===== config.mk =====
export PLATFORM = sky130hd
export DESIGN_NAME = tod_access_ctrl
export DESIGN_NICKNAME = d
export VERILOG_FILES = /design/src/rtl/tod_acc_pkg.sv /design/src/rtl/tod_acc_ctrl.sv /design/src/rtl/tod_acc_dp.sv /design/src/rtl/tod_access_ctrl.sv
export SDC_FILE = /design/constraint.sdc
export NUM_CORES = 1
export LEC_CHECK = 0
export ABC_AREA = 1
export BUFFER_PORTS_ARGS = -buffer_cell sky130_fd_sc_hd__buf_2
export CAP_MARGIN = 20
export CORE_ASPECT_RATIO = 0.7
export CORE_MARGIN = 2
export CORE_UTILIZATION = 40
export CTS_CLUSTER_DIAMETER = 60
export DETAILED_ROUTE_END_ITERATION = 16
export GPL_ROUTABILITY_DRIVEN = 0
export PLACE_DENSITY = 0.81
export SYNTH_ARGS = -nofsm -noshare
export SYNTH_HDL_FRONTEND = slang
export SYNTH_HIERARCHICAL = 1
export SYNTH_SLANG_ARGS = --single-unit

===== constraint.sdc =====
create_clock -name clk -period 1.3 [get_ports clk]
set_input_delay 0.065 -clock clk [delete_from_list [all_inputs] [get_ports clk]]
set_output_delay 0.065 -clock clk [all_outputs]
set_load 0.01 [all_outputs]

===== src/rtl/tod_acc_pkg.sv =====
package tod_acc_pkg;

  typedef enum logic [2:0] {
    ACT_IDLE  = 3'd0,
    ACT_LOAD  = 3'd1,
    ACT_SAVE  = 3'd2,
    ACT_CLOCK = 3'd3,
    ACT_DELTA = 3'd4,
    ACT_TOD   = 3'd5
  } action_e;

  typedef enum logic [1:0] {
    OP_NONE  = 2'd0,
    OP_LOAD  = 2'd1,
    OP_SAVE  = 2'd2,
    OP_DELTA = 2'd3
  } op_e;

  typedef enum logic [1:0] {
    SEL_SEC_HI = 2'd0,
    SEL_SEC_LO = 2'd1,
    SEL_NS     = 2'd2
  } datSel_e;

  // strobes from control to datapath
  typedef struct packed {
    logic captureSnap;
    logic hostWrOk;
  } dpCtrl_t;

endpackage


===== src/rtl/tod_acc_ctrl.sv =====
module tod_acc_ctrl
  import tod_acc_pkg::*;
#(
  parameter int NUM_DOMAINS = 3,
  parameter int DOM_W       = 2,
  parameter int SLOT_W      = 3,
  parameter int ACCESS_SLOT = 5
) (
  input  logic              clk,
  input  logic              rstN,
  input  logic              cmdWrEn,
  input  logic [SLOT_W-1:0] cmdSlot,
  input  logic [2:0]        cmdAction,
  input  logic [DOM_W-1:0]  cmdDomain,
  input  logic              cmdSync,
  input  logic              tcAck,
  output logic              busy,
  output logic              errFlag,
  output logic              tcLoad,
  output logic              tcSave,
  output logic              tcDelta,
  output logic [DOM_W-1:0]  tcDomain,
  output logic              tcSync,
  output dpCtrl_t           dpCtrl
);

  localparam logic [SLOT_W-1:0] MY_SLOT   = SLOT_W'(ACCESS_SLOT);
  localparam logic [DOM_W:0]    DOM_LIMIT = (DOM_W + 1)'(NUM_DOMAINS);

  logic             busyQ;
  op_e              opQ;
  logic [DOM_W-1:0] domQ;
  logic             syncQ;
  logic             prevIdleQ;
  logic             errQ;

  logic accept;
  logic domOk;
  logic ackNow;

  assign accept = cmdWrEn && (cmdSlot == MY_SLOT) && !busyQ;
  assign domOk  = ({1'b0, cmdDomain} < DOM_LIMIT);
  assign ackNow = busyQ && tcAck;

  always_ff @(posedge clk) begin
    if (!rstN) begin
      busyQ     <= 1'b0;
      opQ       <= OP_NONE;
      domQ      <= '0;
      syncQ     <= 1'b0;
      prevIdleQ <= 1'b0;
      errQ      <= 1'b0;
    end else begin
      if (ackNow) begin
        busyQ <= 1'b0;
        opQ   <= OP_NONE;
      end
      if (accept) begin
        prevIdleQ <= (cmdAction == ACT_IDLE);
        case (cmdAction)
          ACT_LOAD, ACT_DELTA: begin
            if (prevIdleQ && domOk) begin
              busyQ <= 1'b1;
              opQ   <= (cmdAction == ACT_LOAD) ? OP_LOAD : OP_DELTA;
              domQ  <= cmdDomain;
              syncQ <= cmdSync;
            end else begin
              errQ <= 1'b1;
            end
          end
          ACT_SAVE: begin
            if (domOk) begin
              busyQ <= 1'b1;
              opQ   <= OP_SAVE;
              domQ  <= cmdDomain;
              syncQ <= cmdSync;
            end else begin
              errQ <= 1'b1;
            end
          end
          default: ; // idle, clock-out, tod-out and unused codes: no request
        endcase
      end
    end
  end

  always_comb begin
    busy     = busyQ;
    errFlag  = errQ;
    tcLoad   = busyQ && (opQ == OP_LOAD);
    tcSave   = busyQ && (opQ == OP_SAVE);
    tcDelta  = busyQ && (opQ == OP_DELTA);
    tcDomain = domQ;
    tcSync   = syncQ;
    dpCtrl.captureSnap = ackNow && (opQ == OP_SAVE);
    dpCtrl.hostWrOk    = !busyQ;
  end

endmodule


===== src/rtl/tod_acc_dp.sv =====
module tod_acc_dp
  import tod_acc_pkg::*;
#(
  parameter int SEC_HI_W = 16,
  parameter int SEC_LO_W = 32,
  parameter int NS_W     = 30,
  parameter int DATA_W   = 32,
  localparam int SEC_W   = SEC_HI_W + SEC_LO_W
) (
  input  logic                clk,
  input  logic                rstN,
  input  dpCtrl_t             dpCtrl,
  input  logic                datWrEn,
  input  logic [1:0]          datSel,
  input  logic [DATA_W-1:0]   datWrData,
  input  logic [SEC_W-1:0]    tcSnapSec,
  input  logic [NS_W-1:0]     tcSnapNs,
  output logic [SEC_HI_W-1:0] rdSecHi,
  output logic [SEC_LO_W-1:0] rdSecLo,
  output logic [NS_W-1:0]     rdNs,
  output logic [SEC_W-1:0]    tcSec,
  output logic [NS_W-1:0]     tcNs
);

  logic [SEC_HI_W-1:0] secHiQ;
  logic [SEC_LO_W-1:0] secLoQ;
  logic [NS_W-1:0]     nsQ;
  logic                hostWr;

  assign hostWr = datWrEn && dpCtrl.hostWrOk;

  always_ff @(posedge clk) begin
    if (!rstN) begin
      secHiQ <= '0;
      secLoQ <= '0;
      nsQ    <= '0;
    end else if (dpCtrl.captureSnap) begin
      secHiQ <= tcSnapSec[SEC_W-1:SEC_LO_W];
      secLoQ <= tcSnapSec[SEC_LO_W-1:0];
      nsQ    <= tcSnapNs;
    end else if (hostWr) begin
      case (datSel)
        SEL_SEC_HI: secHiQ <= datWrData[SEC_HI_W-1:0];
        SEL_SEC_LO: secLoQ <= datWrData[SEC_LO_W-1:0];
        SEL_NS:     nsQ    <= datWrData[NS_W-1:0];
        default: ;
      endcase
    end
  end

  assign rdSecHi = secHiQ;
  assign rdSecLo = secLoQ;
  assign rdNs    = nsQ;
  assign tcSec   = {secHiQ, secLoQ};
  assign tcNs    = nsQ;

endmodule


===== src/rtl/tod_access_ctrl.sv =====
module tod_access_ctrl
  import tod_acc_pkg::*;
#(
  parameter int NUM_DOMAINS = 3,
  parameter int SLOT_W      = 3,
  parameter int ACCESS_SLOT = 5,
  parameter int SEC_HI_W    = 16,
  parameter int SEC_LO_W    = 32,
  parameter int NS_W        = 30,
  parameter int DATA_W      = 32,
  localparam int DOM_W      = (NUM_DOMAINS > 1) ? $clog2(NUM_DOMAINS) : 1,
  localparam int SEC_W      = SEC_HI_W + SEC_LO_W
) (
  input  logic                clk,
  input  logic                rstN,
  input  logic                cmdWrEn,
  input  logic [SLOT_W-1:0]   cmdSlot,
  input  logic [2:0]          cmdAction,
  input  logic [DOM_W-1:0]    cmdDomain,
  input  logic                cmdSync,
  input  logic                datWrEn,
  input  logic [1:0]          datSel,
  input  logic [DATA_W-1:0]   datWrData,
  output logic [SEC_HI_W-1:0] rdSecHi,
  output logic [SEC_LO_W-1:0] rdSecLo,
  output logic [NS_W-1:0]     rdNs,
  output logic                busy,
  output logic                errFlag,
  output logic                tcLoad,
  output logic                tcSave,
  output logic                tcDelta,
  output logic [DOM_W-1:0]    tcDomain,
  output logic                tcSync,
  output logic [SEC_W-1:0]    tcSec,
  output logic [NS_W-1:0]     tcNs,
  input  logic                tcAck,
  input  logic [SEC_W-1:0]    tcSnapSec,
  input  logic [NS_W-1:0]     tcSnapNs
);

  dpCtrl_t dpCtrl;

  tod_acc_ctrl #(
    .NUM_DOMAINS(NUM_DOMAINS),
    .DOM_W      (DOM_W),
    .SLOT_W     (SLOT_W),
    .ACCESS_SLOT(ACCESS_SLOT)
  ) u_ctrl (
    .clk      (clk),
    .rstN     (rstN),
    .cmdWrEn  (cmdWrEn),
    .cmdSlot  (cmdSlot),
    .cmdAction(cmdAction),
    .cmdDomain(cmdDomain),
    .cmdSync  (cmdSync),
    .tcAck    (tcAck),
    .busy     (busy),
    .errFlag  (errFlag),
    .tcLoad   (tcLoad),
    .tcSave   (tcSave),
    .tcDelta  (tcDelta),
    .tcDomain (tcDomain),
    .tcSync   (tcSync),
    .dpCtrl   (dpCtrl)
  );

  tod_acc_dp #(
    .SEC_HI_W(SEC_HI_W),
    .SEC_LO_W(SEC_LO_W),
    .NS_W    (NS_W),
    .DATA_W  (DATA_W)
  ) u_dp (
    .clk      (clk),
    .rstN     (rstN),
    .dpCtrl   (dpCtrl),
    .datWrEn  (datWrEn),
    .datSel   (datSel),
    .datWrData(datWrData),
    .tcSnapSec(tcSnapSec),
    .tcSnapNs (tcSnapNs),
    .rdSecHi  (rdSecHi),
    .rdSecLo  (rdSecLo),
    .rdNs     (rdNs),
    .tcSec    (tcSec),
    .tcNs     (tcNs)
  );

endmodule


**Word-level counts from Yosys, hierarchy flattened**

Index checks and enable logic that the tools add are counted.

- Muxes and demuxes: 29
- Equal/unequal tests: 13
- Reduce and logical (&&, ||, !) cells: 23
- Magnitude comparators: 1

Operators with widths:

| kind | number |
|---|---|
| 32-bit two-way mux | 3 |
| 30-bit two-way mux | 3 |
| 16-bit two-way mux | 3 |
| 2-bit two-way mux | 7 |
| 2-bit nonzero test | 5 |
| 1-bit logical AND | 9 |
| 1-bit two-way mux | 8 |
| 2-bit case mux with 2 select lines | 2 |
| 4-bit AND reduction | 2 |
| 2-bit == test (second input constant) | 3 |
| 3-bit == test (second input constant) | 2 |
| 1-bit case mux with 2 select lines | 3 |
| 2-bit AND reduction | 3 |
| 2-bit by 1-bit == test with 1-bit output (second input constant) | 2 |
| 2-bit by 1-bit != test with 1-bit output (second input constant) | 2 |
| 2-bit != test (second input constant) | 2 |
| 3-bit by 1-bit == test with 1-bit output (second input constant) | 1 |
| 3-bit by 2-bit == test with 1-bit output (second input constant) | 1 |
| 3-bit logical NOT | 1 |
| 2-bit logical NOT | 1 |
| 2-bit less-than comparator (second input constant) | 1 |
| 2-bit OR reduction | 1 |
| 1-bit logical NOT | 1 |

- Register bits after elaboration: 86
- Output and inout port bits: 164

**Logic depth before layout (Yosys ltp)**

- Word-level depth: 5
- Depth in mapped cells: 10
- Gate-level depth less buffers: 9

**Modules after synthesis**

The synthesis kept the hierarchy.

Modules (own cells, without submodules):

| module | area an instance (um^2) | instances | cells each |
|---|---|---|---|
| tod_acc_dp | 4,261.6 | 1 | 642 |
| tod_acc_ctrl | 523.0 | 1 | 88 |

**Worst setup path after synthesis**

No wires, ideal clock.

- Path type: register to register
- Start: register u_ctrl.busyQ, in the netlist u_ctrl/busy
- End: register u_dp.nsQ[0], in the netlist u_dp/rdNs[0]
- Path slack: -0.160 ns
- Cell stages (with the launch flop): 10
- Period minus slack after synthesis: 1.460 ns
- Arrival time: 1.390 ns
- Data required time: 1.230 ns
- Cell sequence: dfxtp_1 > nand2_1 > nor3_1 > buf_4 > inv_4 > nand2_2 > buf_6 > buf_2 > nand3_1 > a21oi_1

RTL lines:

| item | line | source |
|---|---|---|
| from (decl) | tod_acc_ctrl.sv:30 | `logic busyQ;` |
| from (signal assigned) | tod_acc_ctrl.sv:47 | `busyQ <= 1'b0;` |
| from (signal assigned) | tod_acc_ctrl.sv:55 | `busyQ <= 1'b0;` |
| from (signal assigned) | tod_acc_ctrl.sv:63 | `busyQ <= 1'b1;` |
| to (signal assigned) | tod_acc_dp.sv:40 | `nsQ <= tcSnapNs;` |
| to (signal assigned) | tod_acc_dp.sv:45 | `SEL_NS: nsQ <= datWrData[NS_W-1:0];` |
| to (decl) | tod_acc_dp.sv:27 | `logic [NS_W-1:0] nsQ;` |

==> impl_metrics.py <==
metrics = {
    "logic_synthesis": {
        "ys_seq_elements": 86,
        "yosys_warnings": 6,
        "synth.distinct_cells": 22,
        "yosysTopAreaCellShare_pct": 35.98,
        "synth.avg_cell_area_sq_um": 6.554,
        "synthTopCellsByArea": "dfxtp_1 (36%), nand2_1 (23%), buf_4 (13%)",
        "yosysSeqAreaShare_pct": 35.98,
        "yosysTopAreaCell": "dfxtp_1",
        "syn_inst": 730,
        "synthesis.area_sq_mm": 0.004785,
        "syn_nets": 856,
    },
    "sta": {
        "hold_ws_ps": 32.55,
        "maxSlewViolCount": 0,
        "fmax_mhz": 646.3,
        "slew_headroom_pct": 72.86,
        "skew_ps": 6.984,
        "tightest_slew_ps": 404.4,
        "rsz0062_at_grt": "yes",
        "setup_violations": 80,
        "min_period_ps": 1547,
        "period_share_pct": 119.0,
        "setup_slack_ps": -247.2,
        "hold_violations": 0,
    },
    "worst_setup_path": {
        "cp.arrival_ps": 1810,
        "crit_fanout": 9,
        "critical_path_required_ps": 1570,
        "end_kind": "register",
        "critPathLaunchType": "register",
        "path_class": "register to register",
    },
    "power": {
        "switchingPower_uw": 1730,
        "switching_share_pct": 25.62,
        "p_clk_share_pct": 41.4,
        "seqPwrFrac_pct": 41.3,
        "leakagePower_uw": 0.003662,
        "power_frac_comb_pct": 17.3,
        "irDropWorstVdd_uv": 699.5,
        "power_uw": 6754,
        "intPower_uw": 5024,
        "power_density_mw_per_mm2": 954.0,
    },
    "drt": {
        "wl_met2_mm": 8.162,
        "drt_iter0_drc": 374,
        "routed_via_density": 4.984,
        "wl_per_cell_um": 15.68,
        "drc": 0,
        "top_layer_used": "met4",
        "vias": 5612,
        "routed_wl_mm": 17.65,
        "ant_nets": 0,
        "wl_met3_mm": 1.626,
        "dr.pass1.iters": 5,
        "wl_met1_mm": 7.554,
    },
    "global_routing": {
        "grtUsageTotal_pct": 25.21,
        "grt_pass1_vias": 4640,
        "overflow": 0,
        "antenna_found_initial": 1,
        "grt_start_max_net_pins": 56,
        "grt_pass1_wl_mm": 24.69,
    },
    "clock_network": {
        "cts_tree": "yes",
        "cts_buffer_depth": 2,
        "root_buffer": "clkbuf_16",
        "htree_levels": 3,
        "clock_latency_ps": 330,
        "clock_sinks": 86,
        "path_clk_slew_ps": 60,
        "cts_buffers": 9,
    },
    "cells_and_area": {
        "multi_input_area_sq_mm": 0.002529,
        "regArea_sq_mm": 0.001727,
        "fin_util_pct": 60.58,
        "area_growth_pct": 47.96,
        "drive_above_1_share_pct": 45.45,
        "nFillCells": 1082,
        "post-route-cell-area_sq_mm": 0.007079,
        "nets": 1091,
    },
    "floorplanning": {
        "die_height_um": 95.51,
        "core_area_sq_mm": 0.01169,
        "fp.dieArea_sq_mm": 0.01287,
        "rows": 33,
        "ios": 290,
        "start_util_pct": 40.95,
        "die_w_um": 134.7,
    },
    "placed_design": {
        "place_ws_ps": -211.5,
        "io_buffers": 289,
        "placed_area_sq_mm": 0.005969,
        "hpwl_mm": 11.96,
    },
    "outcome": {
        "violations": "setup timing",
        "status": "finished, violations left",
    },
    "flow_run": {
        "maxCapViolations": 0,
    },
    "worst_hold_path": {
        "hp-class": "input port to register",
    },
}
[Yosys cell counts]
library cell / n
nand2_1: 298
buf_4: 86
dfxtp_1: 86
a21oi_1: 80
nand3_1: 78
buf_2: 21
inv_1: 21
nor2_1: 20
clkbuf_1: 10
nand2_2: 7
buf_6: 4
nor3_1: 4
nand2_4: 3
nor2_2: 3
inv_2: 2
a211oi_1: 1
clkinv_1: 1
inv_4: 1
o21ai_0: 1
o21ai_1: 1
o21ai_2: 1
or2_2: 1
[routing by layer]
metal / track usage, % / vias to the layer above
met5: 0 / -
met3: 4.785 / 34
li1: - / 2720
met1: 34.42 / 2537
met4: 7.632 / 0
met2: 40.57 / 321
[final timing paths]
kind	from	end	slack, ps	depth (start not counted)
worst max-delay path	u_ctrl/opQ[1]	u_dp/rdSecLo[1]	-250	8
worst min-delay path	rstN	u_ctrl/tcDomain[1]	30	3
worst max register to register	u_ctrl/opQ[1]	u_dp/rdSecLo[1]	-250	8
worst min register to register	u_ctrl/prevIdleQ	u_ctrl/prevIdleQ	470	2
[stage by stage]
stage / setup TNS [ps] / instances
floorplan: -3884 / 730
global placement: -9756 / 1088
detailed placement: -13480 / 1088
CTS: -11310 / 1118
global route: -25170 / 1126
finish: -16670 / 1126
[area by class of cell]
class | instances | share of cell area (%)
antenna | 1 | 0.03535
clock buffer | 11 | 3.588
clock inverter | 3 | 0.9544
inverter | 25 | 1.432
multi-input combinational | 501 | 35.72
sequential | 86 | 24.39
tap | 157 | 2.775
timing repair buffer | 342 | 31.11
[registers in the layout, summed over array words and instances, names as in the netlist]
register	count
u_dp/rdSecLo	32
u_dp/rdNs	30
u_dp/rdSecHi	16
u_ctrl/opQ	2
u_ctrl/tcDomain	2
u_ctrl/busy	1
u_ctrl/errFlag	1
u_ctrl/prevIdleQ	1
u_ctrl/tcSync	1
[placed cells by master, fill, tap and decap left out, types with 2 or more instances in the layout]
cell type	Yosys	final
nand2_2	7	22
buf_6	4	8
nand2_1	298	277
dlygate4sd3_1	0	3
bufinv_16	0	2
nand3_4	0	3
nand3_1	78	55
buf_4	86	20
clkbuf_16	0	13
nand3_2	0	20
nor2_2	3	3
nand2_4	3	6
inv_1	21	18
inv_2	2	4
nor2_1	20	19
buf_2	21	289
nand2_8	0	6
nor3_2	0	2
buf_12	0	14
buf_16	0	3
o21ai_1	1	2
dfxtp_1	86	84
a21oi_2	0	13
nor3_4	0	2
a21oi_1	80	67
[kinds of logic (layout without fill, tap and decap cells)]
kind of cell,after synthesis,after routing,share of synthesized area (%)
other,0,1,0
flip-flops,86,86,35.98
AND/OR/NAND/NOR,414,417,35.67
buffers and inverters,146,381,19.43
AO/OA/AOI/OAI,84,84,8.917
[power by group through the flow]
| stage | Sequential (uW) | Combinational [uW] | Clock (uW) |
|---|---|---|---|
| finish | 2790 | 1170 | 2800 |
| global route | 2800 | 1270 | 2980 |
| CTS | 2790 | 1040 | 2850 |
| detailed placement | 2840 | 924 | 0 |
| global placement | 2840 | 915 | 0 |
| floorplan | 2870 | 513 | 0 |
[critical path, cell delays in order (launching register included)]
cell	delay [ps]
dfxtp_2	350
inv_2	60
nor3_4	240
clkinv_4	170
nand2_8	140
buf_6	130
clkbuf_16	160
nand3_2	90
a21oi_1	140
[timing repair]
action,4_1_cts,5_1_grt
gates resized for setup,33,68
setup buffers,8,4
endpoints found under the setup margin,81,85
hold buffers,3,0
hold endpoints to repair,3,0
gates cloned,5,5
pin swaps,9,42
Power figures use the tool's default switching activity.
